==> src/rtl/pgb_pkg.sv <==
package pgb_pkg;
  typedef enum logic [1:0] {
    PGB_IDLE   = 2'd0,
    PGB_COMMIT = 2'd1,
    PGB_HOLD   = 2'd2
  } pgb_state_e;
endpackage

==> src/rtl/pgb_lowest_set.sv <==
// Finds the lowest set bit of a vector through a prefix-OR chain.
module pgb_lowest_set #(
  parameter int N     = 64,
  parameter int IDX_W = 6
) (
  input  logic [N-1:0]     vec_i,
  output logic             any_o,
  output logic [IDX_W-1:0] idx_o
);
  logic [N:0]   below;
  logic [N-1:0] hit;

  assign below[0] = 1'b0;

  for (genvar g = 0; g < N; g++) begin : g_chain
    assign below[g+1] = below[g] | vec_i[g];
    assign hit[g]     = vec_i[g] & ~below[g];
  end

  assign any_o = below[N];

  always_comb begin
    idx_o = '0;
    for (int i = 0; i < N; i++) begin
      if (hit[i]) idx_o = idx_o | IDX_W'(i);
    end
  end
endmodule

==> src/rtl/pgb_page_store.sv <==
// Page-sized holding buffer with per-slot loaded flags and a wrapping pointer.
module pgb_page_store #(
  parameter int DATA_W = 8,
  parameter int OFS_W  = 6
) (
  input  logic              clk,
  input  logic              rst_n,
  input  logic              open_i,
  input  logic [OFS_W-1:0]  open_ofs_i,
  input  logic              load_i,
  input  logic [DATA_W-1:0] load_data_i,
  input  logic              drop_i,
  input  logic              retire_i,
  input  logic [OFS_W-1:0]  retire_idx_i,
  input  logic [OFS_W-1:0]  rd_idx_i,
  output logic [DATA_W-1:0] rd_data_o,
  output logic [(1<<OFS_W)-1:0] loaded_o
);
  localparam int SLOTS = 1 << OFS_W;

  logic [DATA_W-1:0] slot_q [SLOTS];
  logic [SLOTS-1:0]  loaded_q;
  logic [OFS_W-1:0]  ptr_q;

  always_ff @(posedge clk) begin
    if (!rst_n) begin
      loaded_q <= '0;
      ptr_q    <= '0;
    end else if (open_i) begin
      loaded_q <= '0;
      ptr_q    <= open_ofs_i;
    end else if (drop_i) begin
      loaded_q <= '0;
    end else begin
      if (load_i) begin
        loaded_q[ptr_q] <= 1'b1;
        ptr_q           <= ptr_q + 1'b1;
      end
      if (retire_i) loaded_q[retire_idx_i] <= 1'b0;
    end
  end

  always_ff @(posedge clk) begin
    if (load_i && !open_i) slot_q[ptr_q] <= load_data_i;
  end

  assign rd_data_o = slot_q[rd_idx_i];
  assign loaded_o  = loaded_q;
endmodule

==> src/rtl/pgb_commit_ctrl.sv <==
// Sequencer for the commit and the fixed-length busy period.
module pgb_commit_ctrl
  import pgb_pkg::*;
#(
  parameter int BUSY_CYCLES = 1000
) (
  input  logic clk,
  input  logic rst_n,
  input  logic stop_i,
  input  logic wp_i,
  input  logic pending_i,
  output logic idle_o,
  output logic busy_o,
  output logic drop_o,
  output logic writing_o
);
  localparam int CNT_W = $clog2(BUSY_CYCLES + 1);

  pgb_state_e       state_q;
  logic [CNT_W-1:0] cnt_q;
  logic             launch;

  assign idle_o    = (state_q == PGB_IDLE);
  assign busy_o    = !idle_o;
  assign launch    = idle_o && stop_i && pending_i && !wp_i;
  assign drop_o    = idle_o && stop_i && !launch;
  assign writing_o = (state_q == PGB_COMMIT) && pending_i;

  always_ff @(posedge clk) begin
    if (!rst_n) begin
      state_q <= PGB_IDLE;
      cnt_q   <= '0;
    end else begin
      unique case (state_q)
        PGB_IDLE: begin
          if (launch) begin
            state_q <= PGB_COMMIT;
            cnt_q   <= CNT_W'(BUSY_CYCLES - 1);
          end
        end
        PGB_COMMIT: begin
          if (!pending_i) state_q <= PGB_HOLD;
          if (cnt_q != '0) cnt_q <= cnt_q - 1'b1;
        end
        PGB_HOLD: begin
          if (cnt_q == '0) state_q <= PGB_IDLE;
          else             cnt_q   <= cnt_q - 1'b1;
        end
        default: state_q <= PGB_IDLE;
      endcase
    end
  end
endmodule

==> src/rtl/pgb_page_commit.sv <==
// Top: page write buffer with deferred, timed commit to the array.
module pgb_page_commit #(
  parameter int ADDR_W      = 15,
  parameter int DATA_W      = 8,
  parameter int PAGE_BYTES  = 64,
  parameter int BUSY_CYCLES = 1000
) (
  input  logic              clk,
  input  logic              rst_n,
  input  logic              txn_start_i,
  input  logic [ADDR_W-1:0] txn_addr_i,
  input  logic              in_valid_i,
  output logic              in_ready_o,
  input  logic [DATA_W-1:0] in_data_i,
  input  logic              stop_i,
  input  logic              wp_i,
  output logic              arr_we_o,
  output logic [ADDR_W-1:0] arr_addr_o,
  output logic [DATA_W-1:0] arr_data_o,
  output logic              busy_o
);
  localparam int OFS_W  = $clog2(PAGE_BYTES);
  localparam int SLOTS  = 1 << OFS_W;
  localparam int BASE_W = ADDR_W - OFS_W;

  logic              idle;
  logic              open_txn;
  logic              load;
  logic              drop;
  logic              writing;
  logic              pending;
  logic [SLOTS-1:0]  loaded;
  logic [OFS_W-1:0]  next_idx;
  logic [DATA_W-1:0] rd_data;
  logic [BASE_W-1:0] base_q;

  assign open_txn   = idle && txn_start_i;
  assign in_ready_o = idle && !txn_start_i && !stop_i;
  assign load       = in_valid_i && in_ready_o;

  always_ff @(posedge clk) begin
    if (!rst_n)        base_q <= '0;
    else if (open_txn) base_q <= txn_addr_i[ADDR_W-1:OFS_W];
  end

  pgb_page_store #(
    .DATA_W (DATA_W),
    .OFS_W  (OFS_W)
  ) store_i (
    .clk          (clk),
    .rst_n        (rst_n),
    .open_i       (open_txn),
    .open_ofs_i   (txn_addr_i[OFS_W-1:0]),
    .load_i       (load),
    .load_data_i  (in_data_i),
    .drop_i       (drop),
    .retire_i     (writing),
    .retire_idx_i (next_idx),
    .rd_idx_i     (next_idx),
    .rd_data_o    (rd_data),
    .loaded_o     (loaded)
  );

  pgb_lowest_set #(
    .N     (SLOTS),
    .IDX_W (OFS_W)
  ) pick_i (
    .vec_i (loaded),
    .any_o (pending),
    .idx_o (next_idx)
  );

  pgb_commit_ctrl #(
    .BUSY_CYCLES (BUSY_CYCLES)
  ) ctrl_i (
    .clk       (clk),
    .rst_n     (rst_n),
    .stop_i    (stop_i),
    .wp_i      (wp_i),
    .pending_i (pending),
    .idle_o    (idle),
    .busy_o    (busy_o),
    .drop_o    (drop),
    .writing_o (writing)
  );

  assign arr_we_o   = writing;
  assign arr_addr_o = {base_q, next_idx};
  assign arr_data_o = rd_data;
endmodule

==> config.mk <==
export PLATFORM = sky130hd
export DESIGN_NAME = pgb_page_commit
export DESIGN_NICKNAME = d
export VERILOG_FILES = /design/src/rtl/pgb_pkg.sv /design/src/rtl/pgb_lowest_set.sv /design/src/rtl/pgb_page_store.sv /design/src/rtl/pgb_commit_ctrl.sv /design/src/rtl/pgb_page_commit.sv
export SDC_FILE = /design/constraint.sdc
export NUM_CORES = 1
export LEC_CHECK = 0
export BUFFER_PORTS_ARGS = -buffer_cell sky130_fd_sc_hd__buf_2
export CORE_UTILIZATION = 32
export CTS_CLUSTER_SIZE = 40
export DETAILED_ROUTE_END_ITERATION = 16
export GPL_ROUTABILITY_DRIVEN = 1
export PLACE_DENSITY = 0.58
export SYNTH_ARGS = -nofsm -noshare
export SYNTH_HDL_FRONTEND = slang
export SYNTH_SLANG_ARGS = --single-unit
==> constraint.sdc <==
create_clock -name clk -period 3.8 [get_ports clk]
set_clock_uncertainty 0.1 [all_clocks]
set_input_delay 0.38 -clock clk [delete_from_list [all_inputs] [get_ports clk]]
set_output_delay 0.38 -clock clk [all_outputs]
set_load 0.01 [all_outputs]
# == After elaboration in Yosys (flattened, before gate mapping) ==
# Memory sizes are Yosys's and may differ from the RTL's.
# Index checks and enable logic that the tools add are counted.
# W data, S select, Z words.
# word_totals
output_inout_bits,26
elab_cells,354
mem_count,1
mem_bits_rw,512
ff_bits,91
input_bits,29
# mem_list
memory,words,width,read_ports,rd_ports_with_merged_regs,wr,line,text
store_i.slot_q,64,8,1,0,1,pgb_page_store.sv:21,logic [DATA_W-1:0] slot_q [SLOTS];
# classes
n_addsub,2
mux,115
eq_ne,11
reduce_logical,24
bitwise,192
n_lt_le_gt_ge,4
# ops
operator,count
$mux W64,13
$mux W6,41
$mux W10,10
$mux W5,16
$and A64 B64 Y64,1
$not A64 Y64,1
$or A64 B64 Y64,1
$and A1 B1 Y1,63
$not A1 Y1,63
$or A1 B1 Y1,63
$mux W4,8
$pmux W10 S3,1
$mux W2,12
$mux W9,2
$ne A3 B3 Y1 const B,5
$lt A6 B7 Y1 const B,2
$demux W1 S6,2
$ge A6 B1 Y1 const B,2
$logic_and A1 B1 Y1,12
$mux W3,4
$logic_not A10 Y1,1
$reduce_bool A10 Y1,1
$sub A10 B1 Y10 const B,1
$add A6 B1 Y6 const B,1
13 further kinds,22

# == Longest topological paths before layout ==
# Gate-level depths: netlist of run 1.
# logic_depth
word_depth,80
depth_mapped,15
depth_no_buf,12

# == Modules after synthesis ==
# A second synthesis of run 1 with hierarchy kept.
# unflattened
hier_cells,1556
hier_area_um2,24866.3
# modules_own_cells
module,cells_per_inst,seq_area_each_um2,n_inst,area_per_inst_um2
pgb_page_store,1245,16776.1,1,22655.5
pgb_lowest_set,174,0.0,1,1024.7
pgb_commit_ctrl,93,240.2,1,797.0
pgb_page_commit,44,180.2,1,389.1

# == Worst setup path after synthesis of run 1 ==
# Ideal clock, no wire load.
# synth_timing
kind,register to output
start,"reg store_i.loaded_q[3], in the netlist store_i.loaded_o[3]"
end,out arr_data_o[5]
setup_slack_ns,-0.349
n_path_buf,1
t_arrival_ns,3.669
stages_incl_launch_ff,12
cell_sequence,dfxtp_1 > or4_4 > nor4_4 > nand3_2 > a311o_1 > nand3_1 > or4_1 > buf_2 > nor3_1 > or4_1 > or4_1 > or4_1
# synth_via
elab_chain_cells,64
word_cells_on_any_way,243
# synth_lines
item,line,text
start: declaration,pgb_page_store.sv:22,logic [SLOTS-1:0] loaded_q;
start signal: assignment,pgb_page_store.sv:27,loaded_q <= '0;
start signal: assignment,pgb_page_store.sv:30,loaded_q <= '0;
start signal: assignment,pgb_page_store.sv:33,loaded_q <= '0;
$or A1 B1 Y1 * (13 in series),pgb_lowest_set.sv:16,assign below[g+1] = below[g] | vec_i[g];
$not A1 Y1 / $or A1 B1 Y1 (equally long branches),"pgb_lowest_set.sv:17, pgb_lowest_set.sv:16",
$and A1 B1 Y1 (tied with other cells),pgb_lowest_set.sv:17,assign hit[g] = vec_i[g] & ~below[g];
$mux W5 (tied with other cells) (15 in series),pgb_lowest_set.sv:25,if (hit[i]) idx_o = idx_o | IDX_W'(i);
$mux W5 / $or A1 B1 Y1 (equally long branches),"pgb_lowest_set.sv:25, pgb_lowest_set.sv:16",
$mux W6 / $or A1 B1 Y1 (equally long branches) (14 in series),"pgb_lowest_set.sv:25, pgb_lowest_set.sv:16",
$mux W6 (tied with other cells) (16 in series),pgb_lowest_set.sv:25,
$mux W6 / $and A1 B1 Y1 (equally long branches),"pgb_lowest_set.sv:25, pgb_lowest_set.sv:17",
$mux W6 *,pgb_lowest_set.sv:25,
named net arr_addr_o[4],pgb_page_commit.sv:18,"output logic [ADDR_W-1:0] arr_addr_o,"
$mem_v2 Z64 W8 *,n/a,
end: declaration,pgb_page_commit.sv:19,"output logic [DATA_W-1:0] arr_data_o,"
# Mark *: on every way through the listed nets, which the timed path passes. The rest lies on a longest branch.

# == Worst setup path in the final report of run 1 ==
# layout_timing
start,"reg store_i.loaded_q[3], in the netlist store_i.loaded_o[3]"
end,out arr_data_o[5]
# layout_via
elab_chain_cells,64
word_cells_on_any_way,243
# layout_lines
item,line
$or A1 B1 Y1,pgb_lowest_set.sv:16
$or A1 B1 Y1 / $not A1 Y1 (equally long branches),"pgb_lowest_set.sv:16, pgb_lowest_set.sv:17"
$not A1 Y1 (tied with other cells),pgb_lowest_set.sv:17
$and A1 B1 Y1 (tied with other cells),pgb_lowest_set.sv:17
$mux W3 (tied with other cells) (3 in series),pgb_lowest_set.sv:25
$mux W4 (tied with other cells) (8 in series),pgb_lowest_set.sv:25
$mux W5 (tied with other cells) (16 in series),pgb_lowest_set.sv:25
$mux W6 (tied with other cells) (30 in series),pgb_lowest_set.sv:25
$mux W6 / $and A1 B1 Y1 (equally long branches),"pgb_lowest_set.sv:25, pgb_lowest_set.sv:17"
$mux W6 *,pgb_lowest_set.sv:25
$mem_v2 Z64 W8 *,n/a
# Every way passes the cells marked *; elsewhere a longest branch is shown, timed or not.

==> impl_metrics.ini, run 1 <==
[outcome]
outcome = complete, but fails checks
failed_checks = setup timing

[clock_network]
ctsHtreeMaxLevel = 3
clkTransAtPathRegs_ns = 0.06
tritoncts.num_buffers = 67
clock_sinks = 603
tritoncts = built
cts_buffer_depth = 3
clk-insertion-delay-late_ns = 0.63
cts-root-buf = clkbuf_16

[drt]
drc_errors = 0
dr_wl_met2_microns = 39900
met3_wirelength_microns = 9930
antenna_violating_nets_post_route = 0
finalWirelength_microns = 87900
wl_met1_microns = 35700
detailroute.via_count = 18400
violation_count_after_the_first_detailed_route_iteration = 2552
avgRoutedWirePerCell_microns = 27.8
top_signal_layer_used = met4
dr.pass1.iters = 6
avgViaCountPerCell = 5.81

[synthesis]
post_synth_inst_count = 1703
post_synth_edffs = 512
synth_seq_area_share_pct = 71.6
synth_nets = 1738
yosysUniqueCellTypes = 81
syn-cell-area_sq_um = 24000
ys_ff_latch = 603
asyncSetResetFlopFracSynth_pct = 0
postSynthAreaPerCell_sq_um = 14.1
synth_top_flop_cell = edfxtp_1
synthesis.yosys.warnings = 0

[sta]
fmax_ghz = 0.189
fin_worst_hold_slack_ns = 0.0323
rsz_0062_raised_after_global_routing = yes
final.setup.tns_ns = -11.26
timing.final.hold_violations = 0
max_transition_viols_final = 0
min_period_ns = 5.30
worst-slew-pin-transition_ns = 1.13
worst_slack_ns = -1.50
final-setup-viol-count = 9
slew_headroom_pct = 24.6
timing.final.crit_share_pct = 139

[setup_path]
setup.worst_path.class = reg2out
cp-end-kind = output pin
cpLargestDelayFamily = simple AND/OR/NAND/NOR gates
critical_path.cell_chain = buf_6 > or4_4 > nor4_4 > buf_4 > nand2_2 > o32a_1 > o21ai_4 > a221oi_4 > buf_6 > a22oi_2 > nor3_2 > or4_1 > or4_4 > or4_4 > buf_6
crit_path_max_fanout = 7
critical-path-slowest-cell = or4_4
worstPathArrival_ns = 4.82
setup.reg_to_reg.worst_slack_ns = 0.07
worstPathRequired_ns = 3.32
critical_path.startpoint_type = flop
delay_of_the_slowest_critical_path_stage_ns = 0.56
cp.buffers_inverters = 4

[floorplan]
fp.dieW_microns = 276
row_count = 100
ios = 55
coreArea_sq_um = 74300
initial_core_utilization_pct = 32.3
die-height_microns = 276
die_ar_sq_um = 76200

[cells_and_area]
finalNetCount = 2176
antenna-diode-count = 0
nFillCells = 6826
non_filler_instances = 3161
post_route_cells_drive_above_1_share_pct = 32.3
stdcell_area_sq_um = 31500
synthToLayoutAreaGrowth_pct = 31.1

[global_routing]
grt_overflow = 0
wire_length_of_the_first_global_routing_pass_microns = 124000
grt_start_max_net_pins = 65
grt_usage_pct = 22.5
initial_antenna_violation_count = 2
number_of_global_route_vias_before_repair = 17600

[placement]
port_buffers = 54
gp_routability_congestion = 0.943
dpl_cell_area_sq_um = 28300
placed_cells_incl_taps = 3000
detailedPlacementHpwl_microns = 61000
place_worst_setup_slack_ns = -1.31

[power_and_ir_drop]
static-leakage-power_nw = 11.2
power_density_nw_per_um2 = 468
vdd_ir_drop_max_uv = 302

[flow_run]
max-cap-violations = 0

[hold_path]
min-delay-path-class = in2reg
cell type report:
type	count	area (sq um)	share of cell area (%)
clock buffers	78	1760	5.59
clock inverters	42	435	1.38
inverters	18	75.1	0.238
multi-input cells	988	6990	22.2
flip-flops and latches	603	17200	54.6
well taps	969	1210	3.85
repair buffers	463	3830	12.2
power breakdown:
part | switching [W] | internal, W
combinational | 0.000602 | 0.000328
sequential | 0.0000584 | 0.00723
clock | 0.00274 | 0.00377
total | 0.00340 | 0.0113
per-layer routing:
metal  track usage [%]  up-vias
met4              6.60        0
met1              31.2     9325
li1                  -     7760
met5                 0        -
met3              5.03      139
met2              35.1     1144
cells by family (layout without fill, tap and decap cells):
group                    after synthesis  in the layout  synth area share, %
flip-flops                           603            603                 71.6
AO/OA/AOI/OAI                        510            510                 15.1
AND/OR/NAND/NOR                      410            410                 8.42
buffers and inverters                112            601                 1.89
multiplexers                          59             59                 2.65
adder cells (fa/ha/maj)                6              6                0.312
XOR/XNOR                               3              3                0.109
synthesized netlist by cell type, types with 26 or more instances:
master | instances | area share [%]
mux2_2 | 36 | 1.7
nor3_1 | 29 | 0.60
a22oi_1 | 93 | 2.9
nand3_1 | 38 | 0.79
edfxtp_1 | 512 | 64
a222oi_1 | 36 | 1.5
nor2_1 | 122 | 1.9
a22o_1 | 30 | 1.1
clkbuf_1 | 64 | 1.0
a21oi_1 | 115 | 2.4
o21ai_0 | 81 | 1.7
dfxtp_1 | 91 | 7.6
nand2_1 | 97 | 1.5
a221oi_1 | 26 | 0.95
what timing repair did:
action / 4_1_cts / 5_1_grt
endpoints found under the setup margin: 29 / 30
resized for setup: 103 / 58
pin swaps: 44 / 34
hold buffers: 11 / 0
hold endpoints to repair: 11 / 0
buffers inserted: 23 / 14
metrics by stage:
step	utilization [%]	power, W
2_1_floorplan	-	0.00788
3_3_place_gp	38.0	0.00825
3_5_place_dp	38.0	0.00829
4_1_cts	42.0	0.0148
5_1_grt	42.4	0.0151
6_report	42.4	0.0147
worst register-to-register path, cell delays in order (launching register included):
cell and delay [ns]:
dfxtp_2 0.32, buf_6 0.11, or4_4 0.56, nor4_4 0.33, buf_4 0.20, and3_4 0.22, o21ai_4 0.08, nand4_1 0.23
buf_4 0.19, buf_4 0.12, nand3_4 0.10, nor2_4 0.28, buf_6 0.16, buf_4 0.12, nand2_2 0.07, buf_12 0.15
o221a_2 0.27
flip-flops by register name (all words and copies together), names as in the netlist:
name / cells
store_i.slot_q: 512
store_i.loaded_o: 64
ctrl_i.cnt_q: 10
ctrl_i.state_q: 2
store_i.ptr_q: 6
base_q: 9
path summary, 6_finish.rpt:
check | depth (start not counted) | end | start
setup reg to reg | 16 | store_i.loaded_o[1] | store_i.loaded_o[3]
setup / recovery | 15 | arr_data_o[5] | store_i.loaded_o[3]
hold / removal | 3 | store_i.ptr_q[5] | txn_addr_i[5]
hold reg to reg | 2 | base_q[8] | base_q[8]
layout by cell type, fill, tap and decap left out, types with 36 or more instances in the layout:
| cell type | n |
|---|---|
| edfxtp_1 | 512 |
| a222oi_1 | 36 |
| nand2_1 | 90 |
| a22oi_1 | 85 |
| buf_4 | 342 |
| a21oi_1 | 107 |
| buf_2 | 50 |
| clkbuf_16 | 69 |
| dfxtp_1 | 87 |
| o21ai_0 | 77 |
| nor2_1 | 116 |
Power figures use the tool's default switching activity.
==> run 2, diff against run 1 <==
--- a/config.mk
+++ b/config.mk
@@ -8,2 +8,3 @@
 export BUFFER_PORTS_ARGS = -buffer_cell sky130_fd_sc_hd__buf_2
+export CORE_MARGIN = 3
 export CORE_UTILIZATION = 32
--- a/constraint.sdc
+++ b/constraint.sdc
@@ -4,2 +4,2 @@
 set_output_delay 0.38 -clock clk [all_outputs]
-set_load 0.01 [all_outputs]
+set_load 0.1 [all_outputs]
==> run 2 against run 1 <==
Against the previous run:
- the run still ends with setup timing left
- critical path depth did not move
- worst hold slack improved by 0.0079 ns
- setup slack improved by 0.018 ns
- sequential cell count unchanged
- cell area increased by 1.3%
- cell count is 0.16% lower
- die area is 2.9% higher
- count of clock-buffer cells in the layout fell by 3
- combinational power up 22%
- routed wire length barely moved
==> impl_metrics.ini, run 2 (synthesis gave the netlist of run 1 again) <==
[outcome]
outcome = complete, but fails checks
failed_checks = setup timing

[global_routing]
initial_antenna_violation_count = 5
grt_overflow = 0
grt_start_max_net_pins = 65
grt_usage_pct = 22.2
wire_length_of_the_first_global_routing_pass_microns = 126000
number_of_global_route_vias_before_repair = 17600

[clock_network]
cts_buffer_depth = 3
clk-insertion-delay-late_ns = 0.63
cts-root-buf = clkbuf_16
tritoncts.num_buffers = 66
tritoncts = built
ctsHtreeMaxLevel = 3
clock_sinks = 603
clkTransAtPathRegs_ns = 0.06

[floorplan]
row_count = 99
die-height_microns = 280
ios = 55
die_ar_sq_um = 78400
fp.dieW_microns = 280
coreArea_sq_um = 73700
initial_core_utilization_pct = 32.6

[cells_and_area]
largest-register = store_i.slot_q
largest_register_ffs = 512
stdcell_area_sq_um = 31900
non_filler_instances = 3156
antenna-diode-count = 0
post_route_cells_drive_above_1_share_pct = 33.5
synthToLayoutAreaGrowth_pct = 32.9
final_util_pct = 43.3
finalNetCount = 2178
layout_common_cells = edfxtp_1 (512), buf_4 (354), a21oi_1 (110), nor2_1 (100), nand2_1 (91)
layout_commonest_cell = edfxtp_1

[drt]
finalWirelength_microns = 87900
avgViaCountPerCell = 5.78
antenna_violating_nets_post_route = 0
drc_errors = 0
dr.pass1.iters = 7
avgRoutedWirePerCell_microns = 27.9
detailroute.via_count = 18200
violation_count_after_the_first_detailed_route_iteration = 2581

[sta]
fin_worst_hold_slack_ns = 0.0402
max_transition_viols_final = 0
slew_headroom_pct = 13.8
min_period_ns = 5.28
final-setup-viol-count = 11
worst_slack_ns = -1.48
timing.final.hold_violations = 0
worst-slew-pin-transition_ns = 1.29
rsz_0062_raised_after_global_routing = yes
timing.final.crit_share_pct = 139
fmax_ghz = 0.189

[setup_path]
setup.worst_path.class = reg2out
cp-end-kind = output pin
critical_path.startpoint_type = flop
crit_path_max_fanout = 16
worstPathRequired_ns = 3.32
cpLargestDelayFamily = simple AND/OR/NAND/NOR gates
critical_path.cell_chain = or4_4 > or3_4 > o41ai_4 > nand2_1 > nand4_1 > nor2_4 > buf_12 > buf_4 > mux2_2 > a222oi_1 > a21oi_1 > a2111oi_4 > buf_4 > nand4_1 > buf_12
worstPathArrival_ns = 4.80
delay_of_the_slowest_critical_path_stage_ns = 0.57
cp.buffers_inverters = 4
critical-path-slowest-cell = or4_4

[placement]
detailedPlacementHpwl_microns = 59800
dpl_cell_area_sq_um = 28600
placed_cells_incl_taps = 2993
gp_routability_congestion = 0.964
port_buffers = 54
place_worst_setup_slack_ns = -1.70

[power_and_ir_drop]
static-leakage-power_nw = 11.3
power_density_nw_per_um2 = 481
vdd_ir_drop_max_uv = 526

[hold_path]
min-delay-path-class = in2reg

[flow_run]
max-cap-violations = 0
run 2: cell count changes in the layout (fill, tap and decap cells not counted), moves of 4 or more:
cell and change:
nor4_2 +4, buf_2 -10, clkinv_1 -4, bufinv_16 +6, buf_4 +12, nor2_4 +18, nor3_4 +4, clkinv_4 +4
nor2_1 -16, buf_6 -13, buf_12 +9
run 2: per-layer routing:
metal	share of wire [%]	vias up	wire length, microns	global-route usage [%]
li1	-	7763	-	-
met1	40	9204	35400	30.5
met2	46	1085	40800	35.3
met3	10	174	9100	4.44
met4	2.9	6	2580	7.33
met5	0.051	-	45	0
run 2: area by class of cell:
type                       count  area (sq um)
fill                        6501         41800
tap                          959          1200
sequential                   603         17200
clock inverter                47           632
clock buffer                  75          1740
inverter                      18          75.1
multi-input combinational    989          7100
timing repair buffer         465          3970
run 2: where the power goes:
group / switching, W / internal [W] / total, W
clock network: 0.00278 / 0.00416 / 0.00694
registers: 0.0000571 / 0.00723 / 0.00729
logic: 0.000771 / 0.000359 / 0.00113
run 2: through the flow:
step	setup TNS (ns)	power, W
after CTS	-10.60	0.0154
final	-10.71	0.0154
after global routing	-12.19	0.0158
after global placement	-13.61	0.00847
after floorplan	-5.90	0.00807
after detailed placement	-12.77	0.00851
run 2: path summary, 6_finish.rpt:
kind                            slack [ns]                    to  cells past startpoint            startpoint
worst min-delay path                  0.04      store_i.ptr_q[4]                      3         txn_addr_i[4]
worst max-delay path                 -1.48         arr_data_o[1]                     15  store_i.loaded_o[37]
worst max register to register       -0.01  store_i.loaded_o[41]                     14  store_i.loaded_o[37]
worst min register to register        0.35             base_q[0]                      2             base_q[0]
run 2: worst register-to-register path: cells and delay by family, from the launching register on:
kind,cells,cell delay (ns)
AND/OR/NAND/NOR,7,1.89
buffers and inverters,5,0.82
AO/OA/AOI/OAI,2,0.56
flip-flops,1,0.31
run 2: repair_timing:
action,in CTS,in global routing
hold endpoints to repair,13,0
setup buffers,23,4
setup endpoints to repair,38,23
pin swaps,36,26
hold buffers,13,0
cloned,0,1
gates resized for setup,76,48
